[src/rtl/ipi_pkg.sv]
package ipi_pkg;
  parameter int IPI_CHANS = 4;
  parameter int CHAN_W    = $clog2(IPI_CHANS);
  parameter int VEC_W     = 8;
  parameter int PRI_W     = 4;
  parameter int ADDR_W    = 4;
  parameter int DATA_W    = 32;

  localparam int SEL_W   = ADDR_W - 1;
  localparam int MASK_B  = DATA_W - 1;
  localparam int ACT_B   = DATA_W - 2;
  localparam int PRI_LSB = 16;
  localparam int VEC_LSB = 0;

  typedef struct packed {
    logic             mask;
    logic [PRI_W-1:0] pri;
    logic [VEC_W-1:0] vec;
  } chan_cfg_t;
endpackage

[src/rtl/ipi_cfg_regs.sv]
module ipi_cfg_regs
  import ipi_pkg::*;
(
  input  logic                          clk,
  input  logic                          rst_n,
  input  logic                          wr_en,
  input  logic [CHAN_W-1:0]             wr_chan,
  input  logic [DATA_W-1:0]             wr_data,
  output chan_cfg_t [IPI_CHANS-1:0]     cfg_o
);
  chan_cfg_t new_cfg;

  always_comb begin
    new_cfg.mask = wr_data[MASK_B];
    new_cfg.pri  = wr_data[PRI_LSB +: PRI_W];
    new_cfg.vec  = wr_data[VEC_LSB +: VEC_W];
  end

  for (genvar c = 0; c < IPI_CHANS; c++) begin : g_chan
    logic hit;
    assign hit = wr_en && (wr_chan == CHAN_W'(c));

    always_ff @(posedge clk or negedge rst_n) begin
      if (!rst_n) begin
        cfg_o[c].mask <= 1'b1;
        cfg_o[c].pri  <= '0;
        cfg_o[c].vec  <= '0;
      end else if (hit) begin
        cfg_o[c] <= new_cfg;
      end
    end
  end
endmodule

[src/rtl/ipi_cpu_slot.sv]
module ipi_cpu_slot
  import ipi_pkg::*;
(
  input  logic                      clk,
  input  logic                      rst_n,
  input  chan_cfg_t [IPI_CHANS-1:0] cfg,
  input  logic [IPI_CHANS-1:0]      raise,
  input  logic                      ack,
  input  logic                      eoi,
  output logic                      valid_o,
  output logic [CHAN_W-1:0]         chan_o,
  output logic [VEC_W-1:0]          vec_o,
  output logic [IPI_CHANS-1:0]      busy_o
);
  logic [IPI_CHANS-1:0] pend_q, pend_n, isv_q, isv_n;
  logic [IPI_CHANS-1:0] take_mask, done_mask;
  logic                 isv_any, sel_any, take, done, upd;
  logic [PRI_W-1:0]     isv_pri, sel_pri;
  logic [CHAN_W-1:0]    isv_top, sel_chan;

  // find the in-service ceiling and the best eligible pending channel
  always_comb begin
    isv_any  = 1'b0;
    isv_pri  = '0;
    isv_top  = '0;
    sel_any  = 1'b0;
    sel_pri  = '0;
    sel_chan = '0;
    for (int c = 0; c < IPI_CHANS; c++) begin
      if (isv_q[c] && (!isv_any || cfg[c].pri > isv_pri)) begin
        isv_any = 1'b1;
        isv_pri = cfg[c].pri;
        isv_top = CHAN_W'(c);
      end
    end
    for (int c = 0; c < IPI_CHANS; c++) begin
      if (pend_q[c] && !cfg[c].mask && (!isv_any || cfg[c].pri > isv_pri) &&
          (!sel_any || cfg[c].pri > sel_pri)) begin
        sel_any  = 1'b1;
        sel_pri  = cfg[c].pri;
        sel_chan = CHAN_W'(c);
      end
    end
  end

  // next state
  always_comb begin
    take      = ack && sel_any;
    done      = eoi && isv_any;
    take_mask = take ? (IPI_CHANS'(1) << sel_chan) : '0;
    done_mask = done ? (IPI_CHANS'(1) << isv_top) : '0;
    pend_n    = (pend_q & ~take_mask) | raise;
    isv_n     = (isv_q & ~done_mask) | take_mask;
    upd       = take || done || (|raise);
  end

  always_ff @(posedge clk or negedge rst_n) begin
    if (!rst_n) begin
      pend_q <= '0;
      isv_q  <= '0;
    end else if (upd) begin
      pend_q <= pend_n;
      isv_q  <= isv_n;
    end
  end

  assign valid_o = sel_any;
  assign chan_o  = sel_chan;
  assign vec_o   = cfg[sel_chan].vec;
  assign busy_o  = pend_q | isv_q;
endmodule

[src/rtl/ipi_dispatch_unit.sv]
module ipi_dispatch_unit
  import ipi_pkg::*;
#(
  parameter int NUM_CPU = 4
) (
  input  logic                      clk,
  input  logic                      rst_n,
  input  logic                      wr_en,
  input  logic [ADDR_W-1:0]         addr,
  input  logic [DATA_W-1:0]         wr_data,
  output logic [DATA_W-1:0]         rd_data,
  input  logic [NUM_CPU-1:0]        ack,
  input  logic [NUM_CPU-1:0]        eoi,
  output logic [NUM_CPU-1:0]        irq_valid,
  output logic [NUM_CPU*CHAN_W-1:0] irq_chan,
  output logic [NUM_CPU*VEC_W-1:0]  irq_vec
);
  chan_cfg_t [IPI_CHANS-1:0] cfg_q;
  logic                      is_disp, chan_ok, cfg_wr, disp_wr;
  logic [SEL_W-1:0]          chan_idx;
  logic [CHAN_W-1:0]         chan_lo;
  logic [IPI_CHANS-1:0]      chan_hit;
  logic [IPI_CHANS-1:0]      busy [NUM_CPU];
  logic [IPI_CHANS-1:0]      active;

  assign is_disp  = addr[ADDR_W-1];
  assign chan_idx = addr[SEL_W-1:0];
  assign chan_lo  = chan_idx[CHAN_W-1:0];
  assign chan_ok  = (chan_idx < SEL_W'(IPI_CHANS));
  assign cfg_wr   = wr_en && !is_disp && chan_ok;
  assign disp_wr  = wr_en && is_disp && chan_ok;
  assign chan_hit = disp_wr ? (IPI_CHANS'(1) << chan_lo) : '0;

  ipi_cfg_regs u_cfg (
    .clk     (clk),
    .rst_n   (rst_n),
    .wr_en   (cfg_wr),
    .wr_chan (chan_lo),
    .wr_data (wr_data),
    .cfg_o   (cfg_q)
  );

  for (genvar k = 0; k < NUM_CPU; k++) begin : g_cpu
    logic [IPI_CHANS-1:0] raise_k;
    assign raise_k = wr_data[k] ? chan_hit : '0;

    ipi_cpu_slot u_slot (
      .clk     (clk),
      .rst_n   (rst_n),
      .cfg     (cfg_q),
      .raise   (raise_k),
      .ack     (ack[k]),
      .eoi     (eoi[k]),
      .valid_o (irq_valid[k]),
      .chan_o  (irq_chan[k*CHAN_W +: CHAN_W]),
      .vec_o   (irq_vec[k*VEC_W +: VEC_W]),
      .busy_o  (busy[k])
    );
  end

  always_comb begin
    active = '0;
    for (int k = 0; k < NUM_CPU; k++) active = active | busy[k];
  end

  always_comb begin
    rd_data = '0;
    if (!is_disp && chan_ok) begin
      rd_data[MASK_B]                = cfg_q[chan_lo].mask;
      rd_data[ACT_B]                 = active[chan_lo];
      rd_data[PRI_LSB +: PRI_W]      = cfg_q[chan_lo].pri;
      rd_data[VEC_LSB +: VEC_W]      = cfg_q[chan_lo].vec;
    end
  end
endmodule

[config.mk]
export PLATFORM = sky130hd
export DESIGN_NAME = ipi_dispatch_unit
export DESIGN_NICKNAME = d
export VERILOG_FILES = /design/src/rtl/ipi_pkg.sv /design/src/rtl/ipi_cfg_regs.sv /design/src/rtl/ipi_cpu_slot.sv /design/src/rtl/ipi_dispatch_unit.sv
export SDC_FILE = /design/constraint.sdc
export NUM_CORES = 1
export LEC_CHECK = 0
export BUFFER_PORTS_ARGS = -buffer_cell sky130_fd_sc_hd__buf_4
export CORE_ASPECT_RATIO = 0.75
export CORE_UTILIZATION = 60
export CTS_CLUSTER_SIZE = 8
export DETAILED_ROUTE_END_ITERATION = 8
export PLACE_DENSITY_LB_ADDON = 0.08
export SYNTH_ARGS = -nofsm -noshare
export SYNTH_HDL_FRONTEND = slang
export SYNTH_SLANG_ARGS = --single-unit
[constraint.sdc]
create_clock -name clk -period 12.9 [get_ports clk]
set_input_delay 0 -clock clk [delete_from_list [all_inputs] [get_ports clk]]
set_output_delay 0 -clock clk [all_outputs]
set_load 0.1 [all_outputs]
==> run_results.csv <==
group,metric,value,unit
status,outcome,"finished, violations left",
status,violations,"DRC",
cts,clk_pin_slew_worst_paths,70,ps
sta,setup_tns,0,ps
logic_synthesis,async_reset_ff_frac,1.00,
cts,numCtsBuffers,9,
cts,cts_sinks,84,
setup_path,cp-end-kind,"output port",
finish,synthToLayoutAreaGrowth,13.6,%
setup_path,cp_data_arrival_time,12050,ps
logic_synthesis,yosys-top-cells-area,"dfrtp_1 (20%), ha_1 (20%), mux2_2 (7.3%), nand2_1 (4.3%), o21ai_0 (4.2%)",
floorplan,die_h,115,µm
detailed_routing,wirelength,34.6,mm
global_route,grt_first_pass_wirelength,53.4,mm
setup_path,slowest_delay,590,ps
logic_synthesis,synth_seq_cells,84,
placement,dp_hpwl,25.3,mm
logic_synthesis,synthAdderAreaFrac,0.196,
floorplan,io_pins,123,
logic_synthesis,synth.avg_cell_area,8.90,µm²
finish,fill_cells,1289,
job,cap_violations,0,
logic_synthesis,synth_cells,1145,
setup_path,critPathSlowestCell,"dfrtp_1",
sta,min_period,12050,ps
sta,worst_pin_slew,1270,ps
floorplan,rows,40,
detailed_routing,drt.antenna.violating_nets,0,
setup_path,startpoint_type,"register",
sta,fmax,0.0830,GHz
floorplan,die_area,17500,µm²
placement,portBuffers,85,
logic_synthesis,syn_area,10200,µm²
detailed_routing,post-route-drc-count,1,
logic_synthesis,synthSimpleGateAreaFrac,0.173,
detailed_routing,via_per_inst,6.95,
setup_path,crit_type,"reg2out",
logic_synthesis,yosysTopAreaCell,"dfrtp_1",
setup_path,cp_max_fo,18,
logic_synthesis,synth_edf_count,0,
sta,min_period_over_period,0.934,
logic_synthesis,synth-compound-area-share,0.252,
logic_synthesis,yosys_warnings,0,
floorplan,core_area,16300,µm²
logic_synthesis,synth_top_cell_area_share,0.196,
detailed_routing,wl_per_cell,23.6,µm
detailed_routing,drtIter0Drc,1186,
sta,rsz0062_at_grt,"no",
sta,slew_viol_final,0,
finish,n_antenna_cell,0,
logic_synthesis,synth_cell_types,71,
global_route,grt-ovfl-total,0,
sta,hold_viol_final,0,
global_route,grt_max_degree,75,
floorplan,die_w,152,µm
finish,fin_area,11600,µm²
cts,clockBufferDepth,2,
floorplan,start_util,0.625,
cts,clockRootBuffer,"clkbuf_16",
cts,clk_latency,360,ps
logic_synthesis,synthXorXnorAreaFrac,0,
global_route,grt_usage,0.398,
setup_path,r2r_cells,48,
sta,slew_headroom,0.157,
logic_synthesis,synthMuxAreaShare,0.119,
detailed_routing,vias,10200,
logic_synthesis,synth_top_family_by_area,"compound AO/OA/AOI/OAI gates",
cts,cts_tree,"done",
global_route,antenna_found_initial,0,
cts,cts_max_level,3,
global_route,grt_pass1_vias,9624,
min_path,holdCritPathClass,"in2async",
sta,setup-violations-final,0,
detailed_routing,drt_first_pass_iters,8,
finish,final_layout_size_suffix_gt1_frac,0.209,
finish,layout_common_cells,"ha_1 (160), buf_4 (118), nand2_1 (116), o21ai_0 (85), dfrtp_1 (79)",
sta,fin_worst_skew,11.5,ps
placement,placement.cell_area,11100,µm²
finish,instances_no_fill,1466,
finish,final_net_count,1458,
cts,cts_setup_buffers,0,
finish,layout.cells.most_common,"ha_1",
placement,place_congestion,0.940,
logic_synthesis,yosysSeqAreaShare,0.207,
setup_path,cp_data_required_time,12900,ps
placement,dp.cells,1431,
logic_synthesis,synthFlopType,"dfrtp_1",
-- critical path, delay by kind of cell (launching register included) --
| kind | cells | cell delay (ps) |
|---|---|---|
| AOI/OAI and AO/OA | 24 | 4880 |
| DFF | 1 | 590 |
| muxes | 3 | 1180 |
| buffers and inverters | 5 | 880 |
| adders and majority gates | 7 | 2050 |
| and+or+nand+nor | 13 | 2130 |
-- state kept, by name, summed over array words and instances (netlist names) --
name,count
g_cpu.u_slot.isv_q,16
g_cpu.u_slot.pend_q,16
u_cfg.cfg_o,52
-- area by class of cell --
cell class              instances  area (µm²)  area share
flip-flops and latches         84        2110       0.182
clock buffers                   9         225      0.0195
multi-input cells             970        7640       0.660
repair buffers                137        1080      0.0930
clock inverters                 7        76.3     0.00659
inverters                      49         184      0.0159
well taps                     210         263      0.0227
-- cells in the mapped netlist (8+ instances only) --
master,number
inv_1,48
a22oi_1,42
nor2b_1,49
nor2_1,36
a31oi_1,10
o221ai_1,9
o21a_1,41
mux2i_1,18
a22o_1,18
o221ai_2,8
nand2_1,116
a21oi_1,56
o22a_1,12
o211ai_1,25
buf_4,22
mux4_2,13
ha_1,160
clkbuf_1,20
o21ai_0,86
nand4_1,39
nand3_1,14
and2_1,20
dfrtp_1,80
nand2b_1,15
mux2_2,66
-- worst paths after layout --
path / start / to / slack, ps
min reg2reg: u_cfg.cfg_o[48] / u_cfg.cfg_o[48] / 520
max reg2reg: u_cfg.cfg_o[22] / g_cpu[2].u_slot.pend_q[0] / 1270
min: rst_n / u_cfg.cfg_o[30] / 20
max in group asynchronous: rst_n / u_cfg.cfg_o[24] / 11630
max: g_cpu[3].u_slot.isv_q[0] / irq_vec[27] / 850
min in group clk: eoi[1] / g_cpu[1].u_slot.isv_q[2] / 30
-- per-layer routing --
metal | part of all wire | GRT usage
met1 | 0.42 | 0.536
met2 | 0.41 | 0.585
met3 | 0.14 | 0.139
met4 | 0.037 | 0.154
met5 | 0 | 0
-- logic make-up (layout without fill, tap and decap cells) --
family                   Yosys count  in the layout
AND/OR/NAND/NOR                  334            334
flip-flops                        84             84
multiplexers                      97             97
AO/OA/AOI/OAI                    361            361
buffers and inverters            108            202
adder cells (fa/ha/maj)          160            160
other                              1             18
-- stage by stage --
step | util | hold slack [ps] | setup slack [ps]
6_report | 0.710 | 23.3 | 847
5_1_grt | 0.710 | 34.6 | 3.90
4_1_cts | 0.708 | 4.57 | 774
3_5_place_dp | 0.678 | -163 | 1220
3_3_place_gp | 0.678 | -165 | 1410
2_1_floorplan | - | -296 | 1150
-- what timing repair did --
item                                   CTS  global route
endpoints found under the hold margin   83             0
setup endpoints to repair                0            30
resized for setup                        0             6
hold buffers                            19             0
Power is left out: the tool's default activity adds up to more than one toggle a clock period on the data nets, which glitch-free logic cannot reach.
